[src/rtl/intwin_pkg.sv]
package intwin_pkg;

  typedef struct packed {
    logic       ext;
    logic [1:0] mode;
    logic [1:0] res;
  } winCfg_t;

  typedef struct packed {
    logic openWin;
    logic closeWin;
    logic abortWin;
    logic counting;
  } winStrobe_t;

endpackage

[src/rtl/winseq_ctl.sv]
module winseq_ctl
  import intwin_pkg::*;
#(
  parameter int CNT_W    = 16,
  parameter int RES_STEP = 4
) (
  input  logic       clk,
  input  logic       rstN,
  input  logic [7:0] cmdByte,
  input  logic       syncPulse,
  output winStrobe_t strobe,
  output logic       curChan,
  output logic       extMode,
  output logic [4:0] resN
);

  winCfg_t          cfgNow, cfgQ;
  logic             activeQ, chanQ;
  logic [CNT_W-1:0] cycQ, cycLim;
  logic             cfgChg, startCond, closeCond;

  assign cfgNow    = '{ext: cmdByte[5], mode: cmdByte[3:2], res: cmdByte[1:0]};
  assign cfgChg    = (cfgNow != cfgQ);
  assign resN      = 5'(RES_STEP) * (5'(cfgQ.res) + 5'd1);
  assign cycLim    = ~({CNT_W{1'b1}} << resN);
  assign startCond = cfgQ.ext ? syncPulse : 1'b1;
  assign closeCond = cfgQ.ext ? syncPulse : (cycQ == cycLim);

  assign strobe.abortWin = cfgChg;
  assign strobe.openWin  = !cfgChg && !activeQ && startCond;
  assign strobe.closeWin = !cfgChg && activeQ && closeCond;
  assign strobe.counting = !cfgChg && activeQ;
  assign curChan = chanQ;
  assign extMode = cfgQ.ext;

  always_ff @(posedge clk or negedge rstN) begin
    if (!rstN) begin
      cfgQ    <= '0;
      activeQ <= 1'b0;
      chanQ   <= 1'b0;
      cycQ    <= '0;
    end else begin
      cfgQ <= cfgNow;
      if (strobe.abortWin) begin
        activeQ <= 1'b0;
        cycQ    <= '0;
      end else if (strobe.openWin) begin
        activeQ <= 1'b1;
        cycQ    <= '0;
        chanQ   <= (cfgQ.mode == 2'b01);
      end else if (strobe.closeWin) begin
        cycQ <= '0;
        if (cfgQ.mode[1]) chanQ <= ~chanQ;
      end else if (activeQ) begin
        cycQ <= cycQ + 1'b1;
      end
    end
  end

  AST_ABORT_IDLE: assert property (@(posedge clk) disable iff (!rstN)
    strobe.abortWin |=> !activeQ);

  AST_DUAL_TOGGLE: assert property (@(posedge clk) disable iff (!rstN)
    (strobe.closeWin && cfgQ.mode[1]) |=> (chanQ != $past(chanQ)));

  AST_INT_WINDOW: assert property (@(posedge clk) disable iff (!rstN)
    (activeQ && !cfgQ.ext && !cfgChg && cycQ != cycLim) |-> !strobe.closeWin);

endmodule

[src/rtl/winacc_dp.sv]
module winacc_dp
  import intwin_pkg::*;
#(
  parameter int CNT_W = 16,
  parameter int LEN_W = CNT_W + 1
) (
  input  logic             clk,
  input  logic             rstN,
  input  winStrobe_t       strobe,
  input  logic             curChan,
  input  logic             extMode,
  input  logic [4:0]       resN,
  input  logic             cntTick,
  input  logic             busTick,
  input  logic             resultRead,
  output logic [CNT_W-1:0] result,
  output logic [LEN_W-1:0] windowLen,
  output logic             chanTag,
  output logic             resultValid,
  output logic             overflow
);

  localparam logic [CNT_W-1:0] CNT_MAX = '1;
  localparam logic [LEN_W-1:0] LEN_MAX = '1;

  logic [CNT_W-1:0] cntQ, cntNext;
  logic [LEN_W-1:0] lenQ, lenNext, intLen;
  logic             lostTick;

  assign lostTick = strobe.counting && cntTick && (cntQ == CNT_MAX);
  assign cntNext  = (cntQ == CNT_MAX) ? cntQ : cntQ + CNT_W'(cntTick);
  assign lenNext  = (lenQ == LEN_MAX) ? lenQ : lenQ + LEN_W'(busTick);
  assign intLen   = LEN_W'(1) << resN;

  always_ff @(posedge clk or negedge rstN) begin
    if (!rstN) begin
      cntQ        <= '0;
      lenQ        <= '0;
      result      <= '0;
      windowLen   <= '0;
      chanTag     <= 1'b0;
      resultValid <= 1'b0;
      overflow    <= 1'b0;
    end else begin
      resultValid <= 1'b0;
      if (strobe.openWin) begin
        cntQ <= '0;
        lenQ <= '0;
      end else if (strobe.closeWin) begin
        result      <= cntNext;
        windowLen   <= extMode ? lenNext : intLen;
        chanTag     <= curChan;
        resultValid <= 1'b1;
        cntQ        <= '0;
        lenQ        <= '0;
      end else if (strobe.counting) begin
        cntQ <= cntNext;
        lenQ <= lenNext;
      end
      if (lostTick)        overflow <= 1'b1;
      else if (resultRead) overflow <= 1'b0;
    end
  end

  AST_OPEN_SILENT: assert property (@(posedge clk) disable iff (!rstN)
    strobe.openWin |=> !resultValid);

  AST_CNT_SAT: assert property (@(posedge clk) disable iff (!rstN)
    (strobe.counting && !strobe.closeWin && cntQ == CNT_MAX) |=> (cntQ == CNT_MAX));

  AST_OVF_HOLD: assert property (@(posedge clk) disable iff (!rstN)
    (overflow && !resultRead) |=> overflow);

  AST_VALID_STABLE: assert property (@(posedge clk) disable iff (!rstN)
    (!strobe.closeWin) |=> ($stable(result) && $stable(chanTag) && !resultValid));

endmodule

[src/rtl/integ_window_ctl.sv]
module integ_window_ctl
  import intwin_pkg::*;
#(
  parameter int CNT_W    = 16,
  parameter int RES_STEP = 4,
  parameter int LEN_W    = CNT_W + 1
) (
  input  logic             clk,
  input  logic             rstN,
  input  logic [7:0]       cmdByte,
  input  logic             syncPulse,
  input  logic             cntTick,
  input  logic             busTick,
  input  logic             resultRead,
  output logic [CNT_W-1:0] result,
  output logic [LEN_W-1:0] windowLen,
  output logic             chanTag,
  output logic             resultValid,
  output logic             overflow
);

  winStrobe_t strobe;
  logic       curChan, extMode;
  logic [4:0] resN;

  winseq_ctl #(.CNT_W(CNT_W), .RES_STEP(RES_STEP)) i_ctl (
    .clk(clk), .rstN(rstN), .cmdByte(cmdByte), .syncPulse(syncPulse),
    .strobe(strobe), .curChan(curChan), .extMode(extMode), .resN(resN)
  );

  winacc_dp #(.CNT_W(CNT_W), .LEN_W(LEN_W)) i_dp (
    .clk(clk), .rstN(rstN), .strobe(strobe), .curChan(curChan),
    .extMode(extMode), .resN(resN), .cntTick(cntTick), .busTick(busTick),
    .resultRead(resultRead), .result(result), .windowLen(windowLen),
    .chanTag(chanTag), .resultValid(resultValid), .overflow(overflow)
  );

endmodule

[config.mk]
export PLATFORM = sky130hd
export DESIGN_NAME = integ_window_ctl
export DESIGN_NICKNAME = d
export VERILOG_FILES = /design/src/rtl/intwin_pkg.sv /design/src/rtl/winseq_ctl.sv /design/src/rtl/winacc_dp.sv /design/src/rtl/integ_window_ctl.sv
export SDC_FILE = /design/constraint.sdc
export NUM_CORES = 1
export LEC_CHECK = 0
export ABC_AREA = 1
export BUFFER_PORTS_ARGS = -buffer_cell sky130_fd_sc_hd__buf_2
export CAP_MARGIN = 5
export CORE_MARGIN = 2
export CORE_UTILIZATION = 59
export DETAILED_ROUTE_END_ITERATION = 8
export GPL_TIMING_DRIVEN = 0
export PLACE_DENSITY = 0.8
export SLEW_MARGIN = 20
export SYNTH_ARGS = -nofsm -noshare
export SYNTH_HDL_FRONTEND = slang
export SYNTH_SLANG_ARGS = --single-unit
[constraint.sdc]
create_clock -name clk -period 2.1 [get_ports clk]
set_input_delay 0 -clock clk [delete_from_list [all_inputs] [get_ports clk]]
set_output_delay 0 -clock clk [all_outputs]
set_load 0.03 [all_outputs]
; Yosys cells after proc, flatten, opt, wreduce, memory -nomap -nowiden
; Cells that the tools add are included.
[word_totals]
reg_bits = 92
ramBits = 0
memories = 0
wordCells = 68
out_inout_bits = 36
mem_bits_ro = 0
latchBits = 0
inputBits = 14
[classes]
div_mod_pow = 0
add_sub_neg = 4
mux = 24
n_mul = 0
reduce_logical = 16
n_eq_ne = 5
bitwise = 4
order_cmp = 0
shift = 2
[ops]
columns = operator, count
row1 = $mux W16, 8
row2 = $mux W17, 5
row3 = $add A17 B1 Y17, 1
row4 = $eq A17 B17 Y1 const B, 1
row5 = $shl A1 B5 Y17 const A, 1
row6 = $add A16 B1 Y16, 1
row7 = $add A16 B1 Y16 const B, 1
row8 = $eq A16 B16 Y1, 1
row9 = $eq A16 B16 Y1 const B, 1
row10 = $not A16 Y16, 1
row11 = $shl A16 B5 Y16 const A, 1
row12 = $mux W1, 11
row13 = $reduce_bool A2 Y1, 4
row14 = $logic_and A1 B1 Y1, 6
row15 = $ne A5 B5 Y1, 1
row16 = $reduce_bool A4 Y1, 1
row17 = $add A2 B1 Y3 const B, 1
row18 = $not A1 Y1, 3
row19 = $reduce_and A3 Y1, 1
row20 = $reduce_bool A3 Y1, 1
row21 = $eq A2 B1 Y1 const B, 1
row22 = $logic_not A1 Y1, 2
row23 = $reduce_and A2 Y1, 1

; Longest topological paths before layout
[depth]
depth_word = 9
depth_mapped = 12

; Hierarchy
; From an unflattened synthesis, not the netlist that was laid out.
[unflattened]
cells_unflattened = 732
area_unflattened_um2 = 5516.5
[modules_own_cells]
columns = mod, n_inst, area_each_um2, cells_per_inst, seq_area_each_um2
row1 = winacc_dp, 1, 3982.6, 531, 1726.7
row2 = winseq_ctl, 1, 1534.0, 201, 575.6

; Least setup slack after synthesis
; OpenSTA, ideal clock, no wires.
[synth_path]
path_kind = reg-to-reg
from = reg i_dp.lenQ[0]
to = reg i_dp.lenQ[16]
path_buffers = 0
arrival_time_ns = 1.556
period_less_slack_ns = 1.638
stages_incl_launch_ff = 10
required_time_ns = 2.017
setup_ns = 0.083
slack_ns = 0.462
cell_sequence = dfrtp_1 -> ha_1 -> ha_1 -> nand3_1 -> inv_1 -> nand2_1 -> nor2_1 -> nand2_1 -> and3_1 -> o21ai_0
[synth_via]
elab_chain_len = 5
[synth_lines]
columns = element, line
row1 = from (decl), winacc_dp.sv:27  ; logic [LEN_W-1:0] lenQ, lenNext, intLen;
row2 = from (signal assigned), winacc_dp.sv:58  ; lenQ <= lenNext;
row3 = $add A17 B1 Y17 or $eq A17 B17 Y1 (tied branches), winacc_dp.sv:32  ; assign lenNext = (lenQ == LEN_MAX) ? lenQ : lenQ + LEN_W'(busTick);
row4 = $mux W17 (*), winacc_dp.sv:32
row5 = $mux W17 (*), winacc_dp.sv:56  ; end else if (strobe.counting) begin
row6 = $mux W17 (*), winacc_dp.sv:49  ; end else if (strobe.closeWin) begin
row7 = $mux W17 (*), winacc_dp.sv:46  ; if (strobe.openWin) begin
; Mark *: on every way between the ends. The rest lies on a longest branch, timed or not. The select of a mux whose other input is x is not followed.
; A chain may end at the register's enable or synchronous reset.

; Worst setup path in the final report
[layout_path]
from = reg i_dp.lenQ[0]
to = reg i_dp.windowLen[16]
[layout_via]
elab_chain_len = 3
[layout_lines]
columns = element, line
row1 = $add A17 B1 Y17 or $eq A17 B17 Y1 (tied branches), winacc_dp.sv:32
row2 = $mux W17 (*), winacc_dp.sv:32
row3 = $mux W17 (*), winacc_dp.sv:51  ; windowLen <= extMode ? lenNext : intLen;
row4 = to (signal assigned), winacc_dp.sv:51
row5 = to (decl), winacc_dp.sv:17  ; output logic [LEN_W-1:0] windowLen,
; Mark *: on every way between the ends. The rest lies on a longest branch, timed or not.

==> summary.md <==
| Metric | Value |
|---|---|
| Clk buf depth | `2` |
| Area contributors post-synth | `dfrtp_1 (46%), nand2_1 (17%), xor2_1 (4.4%)` |
| Worst Setup SP | `i_dp.lenQ[0]$_DFFE_PN0P_` |
| Area of the multi-input gates | `2330 µm²` |
| Net count, final | `731` |
| Critical path destination | `i_dp.windowLen[16]$_DFFE_PN0P_` |
| Post-route design area | `~5700 µm²` |
| #FFs+latches synth | `92` |
| Hpwl dp | `8390 µm` |
| # DRC | `0` |
| Port Buf Inserts | `between 40 and 50` |
| Setup Skew | `0.0169 ns` |
| Cell area after synthesis | `5000 µm²` |
| Clk Latency, worst-skew pair | `0.38 ns` |
| Post-placement cell area | `5390 µm²` |
| Post-synth EDFFs | `0` |
| Final Core Density | `69.5%` |
| First-pass detailed-route iteration total | `4` |
| Layout cells sized above 1 | `between 15 and 20%` |
| Cell Pwr Density | `roughly 620 nW/µm²` |
| RSZ-0062 raised after global routing | `no` |
| Max-cap viol count | `0` |
| Fillers | `about 720` |
| Seq/Total Area, Yosys | `between 40% and 50%` |
| Most common flop cell mapped by yosys | `dfrtp_1` |
| Clock power frac | `38.9%` |
| Die Wd | `96.0 µm` |
| Net switching power figure | `around 0.94 mW` |
| Placed Instances | `about 800` |
| Tmin final | `just under 2 ns` |
| Crit end category | `register` |
| TritonCTS clock tree | `yes` |
| Via count | `4417` |
| Logic gate share of total power | `8.2%` |
| Antenna Nets Post-Route | `0` |
| Hold Slack | `about 0.055 ns` |
| CTS Root Cell | `clkbuf_8` |
| Critical R2R Launch | `i_dp.lenQ[0]$_DFFE_PN0P_` |
| Post-synth top area cell | `dfrtp_1` |
| R2r endpoint | `i_dp.windowLen[16]$_DFFE_PN0P_` |
| Count leader, synth | `nand2_1` |
| Hold Path Class | `primary input to register` |
| Relative slew margins | `between 60 and 70%` |
| Area growth from synthesis to layout | `14.2%` |
| WL final | `11500 µm` |
| Std-Cell Rows | `33` |
| Post-CTS setup buffer count | `0` |
| Die area | `roughly 9200 µm²` |
| CTS clock-pin slew for the worst setup and hold paths | `0.10 ns` |
| WL per Instance | `14.0 µm` |
| Number of diodes | `0` |
| Initial cell density of the core | `60.8%` |
| Yosys warnings | `0` |
| Crit-path max FO | `5` |
| Worst reg2reg setup slack | `0.16 ns` |
| Peak VDD IR | `0.398 mV` |
| CTS Buf Count | `9` |
| Startpoint types | `register` |
| Reg2reg path depth | `11` |
| Period utilisation layout | `between 90% and 100%` |
| Htree depth | `3` |
| PnR Total Power | `3.56 mW` |
| Largest net degree at the start of global routing | `59` |
| Setup CP Type | `register to register` |
| Synth top cells by count | `nand2_1 (226), dfrtp_1 (92), inv_1 (52)` |
| Overflow after GRT | `0` |
| IO Pins | `50` |
| Vias per cell | `~5.4` |
| Chip height | `96.0 µm` |
| Setup-failing EPs final | `0` |
| Vias in the first global route | `4178` |
| FF+latch area | `2300 µm²` |
| Initial drt markers | `192` |
| Internal power | `2.62 mW` |
| Seq pwr share | `a little over half` |
| Syn avg cell area | `just under 8 µm²` |
| Setup slack at placement | `0.154 ns` |
| Core Area | `about 8000 µm²` |
| Hold Path Stages | `4` |
| Global-route wire length before repair | `a little under 20000 µm` |
| Setup TNS | `0 ns` |
| GPL Wtd Cong | `roughly 0.95` |
| Pleak | `2.82 nW` |
| Netlist cell types | `30` |
| Outcome | `finished clean` |
| Top cell type's share of synthesized area | `46.1%` |
| Clock sink count | `92` |
| Final hold viol count | `0` |
| Finished Layout Cells | `between 800 and 900` |
| Worst setup margin | `0.160 ns` |
| CP Data Arrival Time | `2.21 ns` |
| Mapped Cells | `~650` |
| CP required | `2.37 ns` |
| Least-Margin Pin Slew | `approximately 0.46 ns` |
| Max Slew Vio Count | `0` |
| Initial antenna violation count | `0` |
| Switching fraction of total power | `26.4%` |
| Max Fclk | `0.516 GHz` |
| Net count after synthesis | `665` |
| FFs w/ async S/R, synth | `100%` |
| Gr usage total | `roughly 27%` |
==> routing by layer <==
| layer | GRT usage, % | wire (µm) | up-vias |
|---|---|---|---|
| met3 | 4.39 | 537 | 16 |
| li1 | - | - | 2183 |
| met1 | 36.1 | 5270 | 2111 |
| met5 | 0 | 0 | - |
| met4 | 9.40 | 195 | 0 |
| met2 | 44.6 | 5490 | 107 |
==> logic make-up (layout without fill, tap and decap cells) <==
logic type,count (synthesis),count (layout),share of synthesized area [%]
buffers and inverters,79,150,7.51
flip-flops,92,92,46.1
AO/OA/AOI/OAI,73,73,7.59
adder cells (fa/ha/maj),5,5,1.25
XOR/XNOR,34,34,5.96
AND/OR/NAND/NOR,363,363,31.6
==> worst max-delay path: stages, from the launching register on <==
cell and delay, ns:
dfrtp_1 0.40, ha_2 0.24, ha_1 0.21, nand3_1 0.18, inv_1 0.15, nand2_1 0.09
nor2_1 0.15, inv_1 0.05, nand2_1 0.07, nand4_1 0.10, nand3_1 0.13, nand2_1 0.06
==> power by group through the flow <==
| stage | combinational [mW] | sequential [mW] | clock [mW] |
|---|---|---|---|
| 3_3_place_gp | 0.263 | 1.91 | 0 |
| 5_1_grt | 0.334 | 1.89 | 1.48 |
| 4_1_cts | 0.292 | 1.88 | 1.40 |
| 6_report | 0.291 | 1.88 | 1.38 |
| 3_5_place_dp | 0.280 | 1.92 | 0 |
| 2_1_floorplan | 0.168 | 1.91 | 0 |
==> layout make-up <==
type	instances	area share [%]
clock buffer	9	2.17
inverter	58	3.81
multi-input combinational	475	40.8
buffer	21	2.76
tap	105	2.30
clock inverter	7	1.80
timing repair buffer	55	6.03
sequential	92	40.3
==> what timing repair did <==
action	4_1_cts	5_1_grt
endpoints found under the hold margin	98	0
hold buffers	8	0
gates resized for setup	0	2
endpoints found under the setup margin	0	5
==> cells in the final DEF, fill, tap and decap left out, types with 2 or more instances in the layout <==
cell and instances:
buf_6 8, nand3_2 8, nor2_2 7, nand4_1 10, inv_2 6, clkbuf_8 9
o21ai_1 34, dlygate4sd3_1 8, nand2_2 3, nand2_4 2, nand2_1 226, buf_2 54
nand3_1 39, bufinv_16 2, dfrtp_1 92, ha_1 4, o21ai_0 31, a21oi_1 6
xor2_1 25, inv_1 52, nor2_1 48, inv_6 4, or2_2 2, nor3_1 11
xnor2_1 9, nor2_4 2, buf_4 4
==> worst min-delay path by stage <==
stage | from | to | slack, ns
2_1_floorplan | rstN | i_ctl.activeQ$_DFFE_PN0P_ | -0.30
3_3_place_gp | cmdByte[0] | i_ctl.cfgQ[0]$_DFF_PN0_ | 0.13
3_5_place_dp | rstN | i_dp.windowLen[6]$_DFFE_PN0P_ | -0.09
4_1_cts | busTick | i_dp.lenQ[0]$_DFFE_PN0P_ | 0.03
5_1_grt | busTick | i_dp.lenQ[0]$_DFFE_PN0P_ | 0.07
6_report | busTick | i_dp.lenQ[0]$_DFFE_PN0P_ | 0.05
==> sequential cells by signal, summed over array words and instances (netlist names) <==
signal	cells
i_ctl.activeQ	1
i_dp.chanTag	1
i_dp.resultValid	1
i_dp.cntQ	16
i_dp.overflow	1
i_dp.lenQ	17
i_ctl.cfgQ	4
i_ctl.cycQ	16
i_dp.windowLen	17
i_dp.result	16
i_ctl.curChan	1
i_ctl.extMode	1
No activity file was read; power rests on OpenSTA's default activity.
